File: config.mk
export PLATFORM = sky130hd
export DESIGN_NAME = perf_snapshot
export DESIGN_NICKNAME = d
export VERILOG_FILES = /design/src/rtl/perf_snap_pkg.sv /design/src/rtl/pcs_tick_gen.sv /design/src/rtl/pcs_count_slice.sv /design/src/rtl/pcs_status.sv /design/src/rtl/perf_snapshot.sv
export SDC_FILE = /design/constraint.sdc
export NUM_CORES = 1
export LEC_CHECK = 0
export BUFFER_PORTS_ARGS = -buffer_cell sky130_fd_sc_hd__buf_4
export CAP_MARGIN = 10
export CORE_UTILIZATION = 45
export CTS_CLUSTER_SIZE = 14
export DETAILED_ROUTE_END_ITERATION = 8
export MAX_ROUTING_LAYER = met4
export PLACE_DENSITY = 0.71
export SYNTH_ARGS = -nofsm -noshare
export SYNTH_HDL_FRONTEND = slang
export SYNTH_HIERARCHICAL = 1
export SYNTH_SLANG_ARGS = --single-unit
File: constraint.sdc
create_clock -name clk -period 2.64 [get_ports clk]
set_input_delay 0.528 -clock clk [delete_from_list [all_inputs] [get_ports clk]]
set_output_delay 0.528 -clock clk [all_outputs]
set_load 0.005 [all_outputs]
File: src/rtl/perf_snap_pkg.sv
package perf_snap_pkg;

  typedef enum logic {
    MODE_SW   = 1'b0,
    MODE_TICK = 1'b1
  } upd_mode_e;

  function automatic logic rise_of(input logic cur, input logic prev);
    return cur & ~prev;
  endfunction

endpackage

File: src/rtl/pcs_tick_gen.sv
module pcs_tick_gen #(
  parameter int PERIOD = 16
) (
  input  logic clk,
  input  logic rst_n,
  input  logic run_i,
  output logic tick_o
);
  localparam int CW = (PERIOD > 2) ? $clog2(PERIOD) : 1;
  localparam logic [CW-1:0] LAST = CW'(PERIOD - 1);

  logic [CW-1:0] phase_q;

  always_ff @(posedge clk or negedge rst_n) begin
    if (!rst_n)            phase_q <= '0;
    else if (!run_i)       phase_q <= '0;
    else if (phase_q == LAST) phase_q <= '0;
    else                   phase_q <= phase_q + 1'b1;
  end

  assign tick_o = run_i && (phase_q == LAST);
endmodule

File: src/rtl/pcs_count_slice.sv
module pcs_count_slice #(
  parameter int CNT_W = 8
) (
  input  logic             clk,
  input  logic             rst_n,
  input  logic             active_i,
  input  logic             evt_i,
  input  logic             start_i,
  input  logic             req_lvl_i,
  output logic [CNT_W-1:0] cnt_o,
  output logic [CNT_W-1:0] hold_o,
  output logic             done_o
);
  function automatic logic [CNT_W-1:0] bump(input logic [CNT_W-1:0] v, input logic e);
    return (e && (v != '1)) ? v + 1'b1 : v;
  endfunction

  logic [CNT_W-1:0] cnt_q, hold_q;
  logic             done_q;

  always_ff @(posedge clk or negedge rst_n) begin
    if (!rst_n) begin
      cnt_q  <= '0;
      hold_q <= '0;
    end else if (active_i) begin
      if (start_i) begin
        hold_q <= cnt_q;
        cnt_q  <= {{(CNT_W-1){1'b0}}, evt_i};
      end else begin
        cnt_q  <= bump(cnt_q, evt_i);
      end
    end
  end

  always_ff @(posedge clk or negedge rst_n) begin
    if (!rst_n) done_q <= 1'b0;
    else        done_q <= active_i && (start_i || (done_q && req_lvl_i));
  end

  assign cnt_o  = cnt_q;
  assign hold_o = hold_q;
  assign done_o = done_q;
endmodule

File: src/rtl/pcs_status.sv
module pcs_status #(
  parameter int NUM_CNT = 4
) (
  input  logic               clk,
  input  logic               rst_n,
  input  logic [NUM_CNT-1:0] done_vec_i,
  input  logic [NUM_CNT-1:0] active_i,
  input  logic               busy_i,
  input  logic               clr_i,
  output logic               done_all_o,
  output logic               latch_o
);
  import perf_snap_pkg::*;

  logic done_all, done_all_q, latch_q;

  assign done_all = busy_i && (&(done_vec_i | ~active_i));

  always_ff @(posedge clk or negedge rst_n) begin
    if (!rst_n) begin
      done_all_q <= 1'b0;
      latch_q    <= 1'b0;
    end else begin
      done_all_q <= done_all;
      latch_q    <= rise_of(done_all, done_all_q) || (latch_q && !clr_i);
    end
  end

  assign done_all_o = done_all;
  assign latch_o    = latch_q;
endmodule

File: src/rtl/perf_snapshot.sv
module perf_snapshot #(
  parameter int NUM_CNT     = 4,
  parameter int CNT_W       = 8,
  parameter int TICK_PERIOD = 16
) (
  input  logic                     clk,
  input  logic                     rst_n,
  input  logic [NUM_CNT-1:0]       evt_i,
  input  logic [NUM_CNT-1:0]       active_i,
  input  logic                     tick_mode_i,
  input  logic                     req_i,
  input  logic                     latch_clr_i,
  input  logic                     irq_en_i,
  output logic [NUM_CNT*CNT_W-1:0] hold_o,
  output logic                     done_all_o,
  output logic                     done_latch_o,
  output logic                     irq_o
);
  import perf_snap_pkg::*;

  localparam int FLAT_W = NUM_CNT * CNT_W;

  upd_mode_e          mode;
  logic               tick_pulse;
  logic               eff_req, eff_req_q, snap_start, busy_q;
  logic [NUM_CNT-1:0] done_vec;
  logic [FLAT_W-1:0]  cnt_flat;

  assign mode = upd_mode_e'(tick_mode_i);

  pcs_tick_gen #(.PERIOD(TICK_PERIOD)) u_tick (
    .clk(clk), .rst_n(rst_n), .run_i(mode == MODE_TICK), .tick_o(tick_pulse)
  );

  assign eff_req    = (mode == MODE_TICK) ? tick_pulse : req_i;
  assign snap_start = rise_of(eff_req, eff_req_q);

  always_ff @(posedge clk or negedge rst_n) begin
    if (!rst_n) begin
      eff_req_q <= 1'b0;
      busy_q    <= 1'b0;
    end else begin
      eff_req_q <= eff_req;
      busy_q    <= snap_start || (busy_q && eff_req);
    end
  end

  for (genvar g = 0; g < NUM_CNT; g++) begin : g_slice
    pcs_count_slice #(.CNT_W(CNT_W)) u_slice (
      .clk      (clk),
      .rst_n    (rst_n),
      .active_i (active_i[g]),
      .evt_i    (evt_i[g]),
      .start_i  (snap_start),
      .req_lvl_i(eff_req),
      .cnt_o    (cnt_flat[g*CNT_W +: CNT_W]),
      .hold_o   (hold_o[g*CNT_W +: CNT_W]),
      .done_o   (done_vec[g])
    );
  end

  pcs_status #(.NUM_CNT(NUM_CNT)) u_status (
    .clk       (clk),
    .rst_n     (rst_n),
    .done_vec_i(done_vec),
    .active_i  (active_i),
    .busy_i    (busy_q),
    .clr_i     (latch_clr_i),
    .done_all_o(done_all_o),
    .latch_o   (done_latch_o)
  );

  assign irq_o = done_latch_o && irq_en_i;
endmodule

After elaboration in Yosys (flattened, before gate mapping) --
Index checks and enable logic that the tools add are counted.
Word-level totals: word-level logic and storage cells 81, output and inout bits 35, bits in registers 76
Cells by class: bitwise operators 6, reduce and logical (&&, ||, !) cells 37, add/subtract/negate cells 5, muxes and demuxes 11, equal/unequal tests 5
Operator list (count):
- $mux W8 | 8
- $add A8 B1 Y8 const B | 4
- $ne A8 B8 Y1 const B | 4
- $logic_and A1 B1 Y1 | 17
- $reduce_and A2 Y1 | 8
- $mux W4 | 2
- $reduce_bool A2 Y1 | 4
- $logic_or A1 B1 Y1 | 6
- $add A4 B1 Y4 const B | 1
- $eq A4 B4 Y1 const B | 1
- $not A4 Y4 | 1
- $or A4 B4 Y4 | 1
- $reduce_and A4 Y1 | 1
- $and A1 B1 Y1 | 2
- $not A1 Y1 | 2
- $logic_not A1 Y1 | 1
- $mux W1 | 1

Longest topological paths before layout --
depth after elaboration 6, depth in mapped cells 9, gate-level depth less buffers 8

Hierarchy --
Netlist, hierarchy kept.
By module, submodules not included:
- pcs_count_slice | area an instance 814.5 um^2, instances 4, cells each 70
- pcs_tick_gen | area an instance 173.9 um^2, instances 1, cells each 15
- pcs_status | area an instance 111.4 um^2, instances 1, cells each 11
- perf_snapshot | area an instance 82.6 um^2, instances 1, cells each 8

Worst setup path after synthesis --
OpenSTA, ideal clock, no wires.
kind register -> register, from reg u_tick.phase_q[0], to reg g_slice[0].u_slice.cnt_q[3], required time 2.514 ns, clock period less this slack 2.587 ns, setup slack 0.053 ns, library setup time 0.126 ns, arrival time 2.461 ns, cell stages (with the launch flop) 10, cell sequence dfrtp_1 -> ha_1 -> nand3_1 -> nor2_1 -> mux2i_1 -> nor2_1 -> nand2_1 -> and2_1 -> buf_6 -> a221o_1
Between the ends: cells in the longest elaborated chain, start to end 6, elaborated cells between the ends (all ways) 7, classes of those cells eq/ne (1); mux (2); bitwise (1); reduce/logical (3)
Ends and longest elaborated chain:
- start: declaration | RTL line pcs_tick_gen.sv:12 | logic [CW-1:0] phase_q;
- start signal: assignment | RTL line pcs_tick_gen.sv:18 | else phase_q <= phase_q + 1'b1;
- $eq A4 B4 Y1 * | RTL line pcs_tick_gen.sv:21 | assign tick_o = run_i && (phase_q == LAST);
- $logic_and A1 B1 Y1 * | RTL line pcs_tick_gen.sv:21
- via tick_pulse | RTL line perf_snapshot.sv:24 | logic tick_pulse;
- $mux W1 * | RTL line perf_snapshot.sv:35 | assign eff_req = (mode == MODE_TICK) ? tick_pulse : req_i;
- $and A1 B1 Y1 * | RTL line perf_snap_pkg.sv:9 | return cur & ~prev;
- via snap_start | RTL line perf_snapshot.sv:25 | logic eff_req, eff_req_q, snap_start, busy_q;
- $reduce_bool A2 Y1 (no source line)
- $reduce_and A2 Y1 (no source line)
- end signal: assignment | RTL line pcs_count_slice.sv:28 | cnt_q <= {{(CNT_W-1){1'b0}}, evt_i};
- end signal: assignment | RTL line pcs_count_slice.sv:30 | cnt_q <= bump(cnt_q, evt_i);
- end: declaration | RTL line pcs_count_slice.sv:18 | logic [CNT_W-1:0] cnt_q, hold_q;
The timed path passes the listed nets; every way through them passes the cells marked *. A chain may end at the register's enable or synchronous reset.

Final worst setup path --
from reg u_tick.phase_q[0], to reg g_slice[0].u_slice.cnt_q[4]
The elaborated chain is that of the path after synthesis.

==> impl_metrics.env <==
export IMPL_min_period_ns=2.209
export IMPL_hpwlAfterDp_microns=4786
export IMPL_rows=32
export IMPL_yosysSeqAreaShare_pct=52.45
export IMPL_overflow=0
export IMPL_drtIter0Drc=153
export IMPL_coreArea_sq_um=7767
export IMPL_drc=0
export IMPL_initial_utilization_pct=46.68
export IMPL_worst_setup_path_end_kind="register"
export IMPL_grt_max_degree=40
export IMPL_multiInputGateArea_sq_um=1600
export IMPL_synth_edff_count=0
export IMPL_max_slew_margin_rel_pct=67.24
export IMPL_grt_first_pass_wirelength_microns=11970
export IMPL_avgSynthCellArea_sq_um=11.55
export IMPL_crit_path_max_fanout=17
export IMPL_power_density_nw_per_um2=983.4
export IMPL_n_fill_cell=698
export IMPL_synth_top_cell_by_area="dfrtp_1"
export IMPL_viasPerCell=5.468
export IMPL_postCtsSetupRepairBufs=0
export IMPL_synth_common_cells="dfrtp_1, mux2_2, nand2_1"
export IMPL_syn_inst=314
export IMPL_dieWidth_microns=91.77
export IMPL_netlist_top_cells_area="dfrtp_1, mux2_2, a221o_1, nor4_1, nand2_1"
export IMPL_syn_cell_area_sq_um=3626
export IMPL_numPortBuffers=48
export IMPL_clock_path_buffers=2
export IMPL_cts_resized=0
export IMPL_outcome="completed"
export IMPL_cts_sinks=76
export IMPL_drive_gt1_share_pct=32.89
export IMPL_worst_slew_pin_slew_ns=0.4915
export IMPL_synth_top_area_share_pct=52.45
export IMPL_timing_fmax_mhz=452.7
export IMPL_finalMaxSlewViolations=0
export IMPL_finalSetupTns_ns=0
export IMPL_cts_root_buf="clkbuf_8"
export IMPL_cts_inserted_buffers=9
export IMPL_stdcell_count=476
export IMPL_die_y_microns=91.77
export IMPL_ys_types=35
export IMPL_critPathLaunchType="register"
export IMPL_cap_violations=0
export IMPL_ios=49
export IMPL_fin_worst_skew_ns=0.01169
export IMPL_worstPathRequired_ns=2.88
export IMPL_insertion_delay_ns=0.35
export IMPL_diodes=0
export IMPL_crit_type="reg -> reg"
export IMPL_drt_pass1_iterations=4
export IMPL_clk_pin_slew_ns=0.09
export IMPL_gp_congestion=0.8056
export IMPL_syn_nets=333
export IMPL_fin_nets=388
export IMPL_rsz0062_at_grt="false"
export IMPL_seq_area_sq_um=1902
export IMPL_p_leak_nw=1.959
export IMPL_yosysWarnings=6
export IMPL_min_path_type="in -> async"
export IMPL_post_route_period_util_pct=83.67
export IMPL_ys_flop_type="dfrtp_1"
export IMPL_die_area_sq_um=8421
export IMPL_async_flop_share_pct=100.0
export IMPL_yosysMostFrequentCell="dfrtp_1"
export IMPL_vdd_drop_max_v=0.0004275
export IMPL_wl_per_cell_microns=14.67
export IMPL_cp_arrival_ns=2.45
export IMPL_hold_viol=0
export IMPL_vias=2603
export IMPL_ant_nets=0
export IMPL_area_delta_synth_final_pct=21.08
export IMPL_antenna_found_initial=0
export IMPL_dp_cells=460
export IMPL_finalSetupViolations=0
export IMPL_wl_microns=6983
export IMPL_htreeDepth=3
export IMPL_cts_tree="done"
export IMPL_track_usage_pct=18.58
export IMPL_synth_seq_cells=76
export IMPL_grt_pass1_vias=2465
export IMPL_cts_hold_buf=0
## path summary, 6_finish.rpt
kind,start,endpoint,slack (ns),depth (start not counted)
hold / removal,rst_n,g_slice[2].u_slice/cnt_o[0],0.14,1
setup / recovery,u_tick/phase_q[0],g_slice[0].u_slice/cnt_o[4],0.43,8
hold reg to reg,u_status/done_all_q,u_status/latch_o,0.47,1
min in group clk,latch_clr_i,u_status/latch_o,0.36,2
max in group asynchronous,rst_n,g_slice[2].u_slice/done_o,1.91,2
setup reg to reg,u_tick/phase_q[0],g_slice[0].u_slice/cnt_o[4],0.43,8
## layout make-up
cell class                 instances  share of cell area (%)
clock buffer                      10                   3.135
clock inverter                     6                   3.049
inverter                          15                   1.282
multi-input combinational        211                   36.45
sequential                        76                   43.32
tap                              102                   2.907
timing repair buffer              56                   9.860
## logic make-up (layout without fill, tap and decap cells)
family | after synthesis | after routing | share of synthesized area, %
AO/OA/AOI/OAI | 59 | 59 | 14.04
XOR/XNOR | 1 | 1 | 0.2416
adder cells (fa/ha/maj) | 5 | 5 | 1.725
buffers and inverters | 27 | 87 | 3.623
flip-flops | 76 | 76 | 52.45
multiplexers | 33 | 33 | 10.63
AND/OR/NAND/NOR | 113 | 113 | 17.29
## critical path, cell delays in order, from the launching register on
cell and delay (ns):
dfrtp_1 0.41, ha_1 0.22, nand3_1 0.11, nor2_1 0.10
mux2i_1 0.15, nor2_4 0.34, nand2_1 0.13, and2_1 0.26
a221o_1 0.38
## per-stage QoR
step / hold slack, ns / utilization [%] / instance area (sq um) / power, mW / setup WS (ns)
finish: 0.1412 / 56.52 / 4390 / 4.318 / 0.4312
global route: 0.1663 / 56.52 / 4390 / 4.611 / 0.2443
CTS: 0.1490 / 56.52 / 4390 / 4.367 / 0.4303
detailed placement: 0.4577 / 53.03 / 4119 / 3.161 / 0.4397
global placement: 0.4551 / 53.03 / 4119 / 3.116 / 0.5355
floorplan: 0.2324 / - / 3626 / 2.610 / 0.05323
## layout by cell type, fill, tap and decap left out, types with 6 or more instances in the layout
cell type	count
and2_1	6
dfrtp_1	76
mux2_2	28
clkbuf_8	10
o21ai_0	16
nor4_1	16
buf_4	55
nand3_1	13
nor2b_1	12
nand2_1	24
a221o_1	16
inv_1	15
nor2_1	15
## routing by layer
| metal | track usage [%] | part of all wire, % | vias up |
|---|---|---|---|
| met3 | 3.068 | 2.6 | 10 |
| met1 | 25.73 | 48 | 1286 |
| met4 | 8.203 | 1.5 | 0 |
| met2 | 27.01 | 47 | 48 |
| li1 | - | - | 1259 |
| met5 | - | 0 | - |
## report_power, final
group	total, mW	internal [mW]	switching, mW
registers	1.90	1.55	0.349
clock network	1.19	0.751	0.439
logic	1.23	0.728	0.501
total	4.32	3.03	1.29
## flip-flops by register name, summed over array words and instances (netlist names)
name                    cells
busy_q                      1
eff_req_q                   1
g_slice.u_slice/cnt_o      32
g_slice.u_slice/done_o      4
g_slice.u_slice/hold_o     32
u_status/done_all_q         1
u_status/latch_o            1
u_tick/phase_q              4
Power figures use the tool's default switching activity.
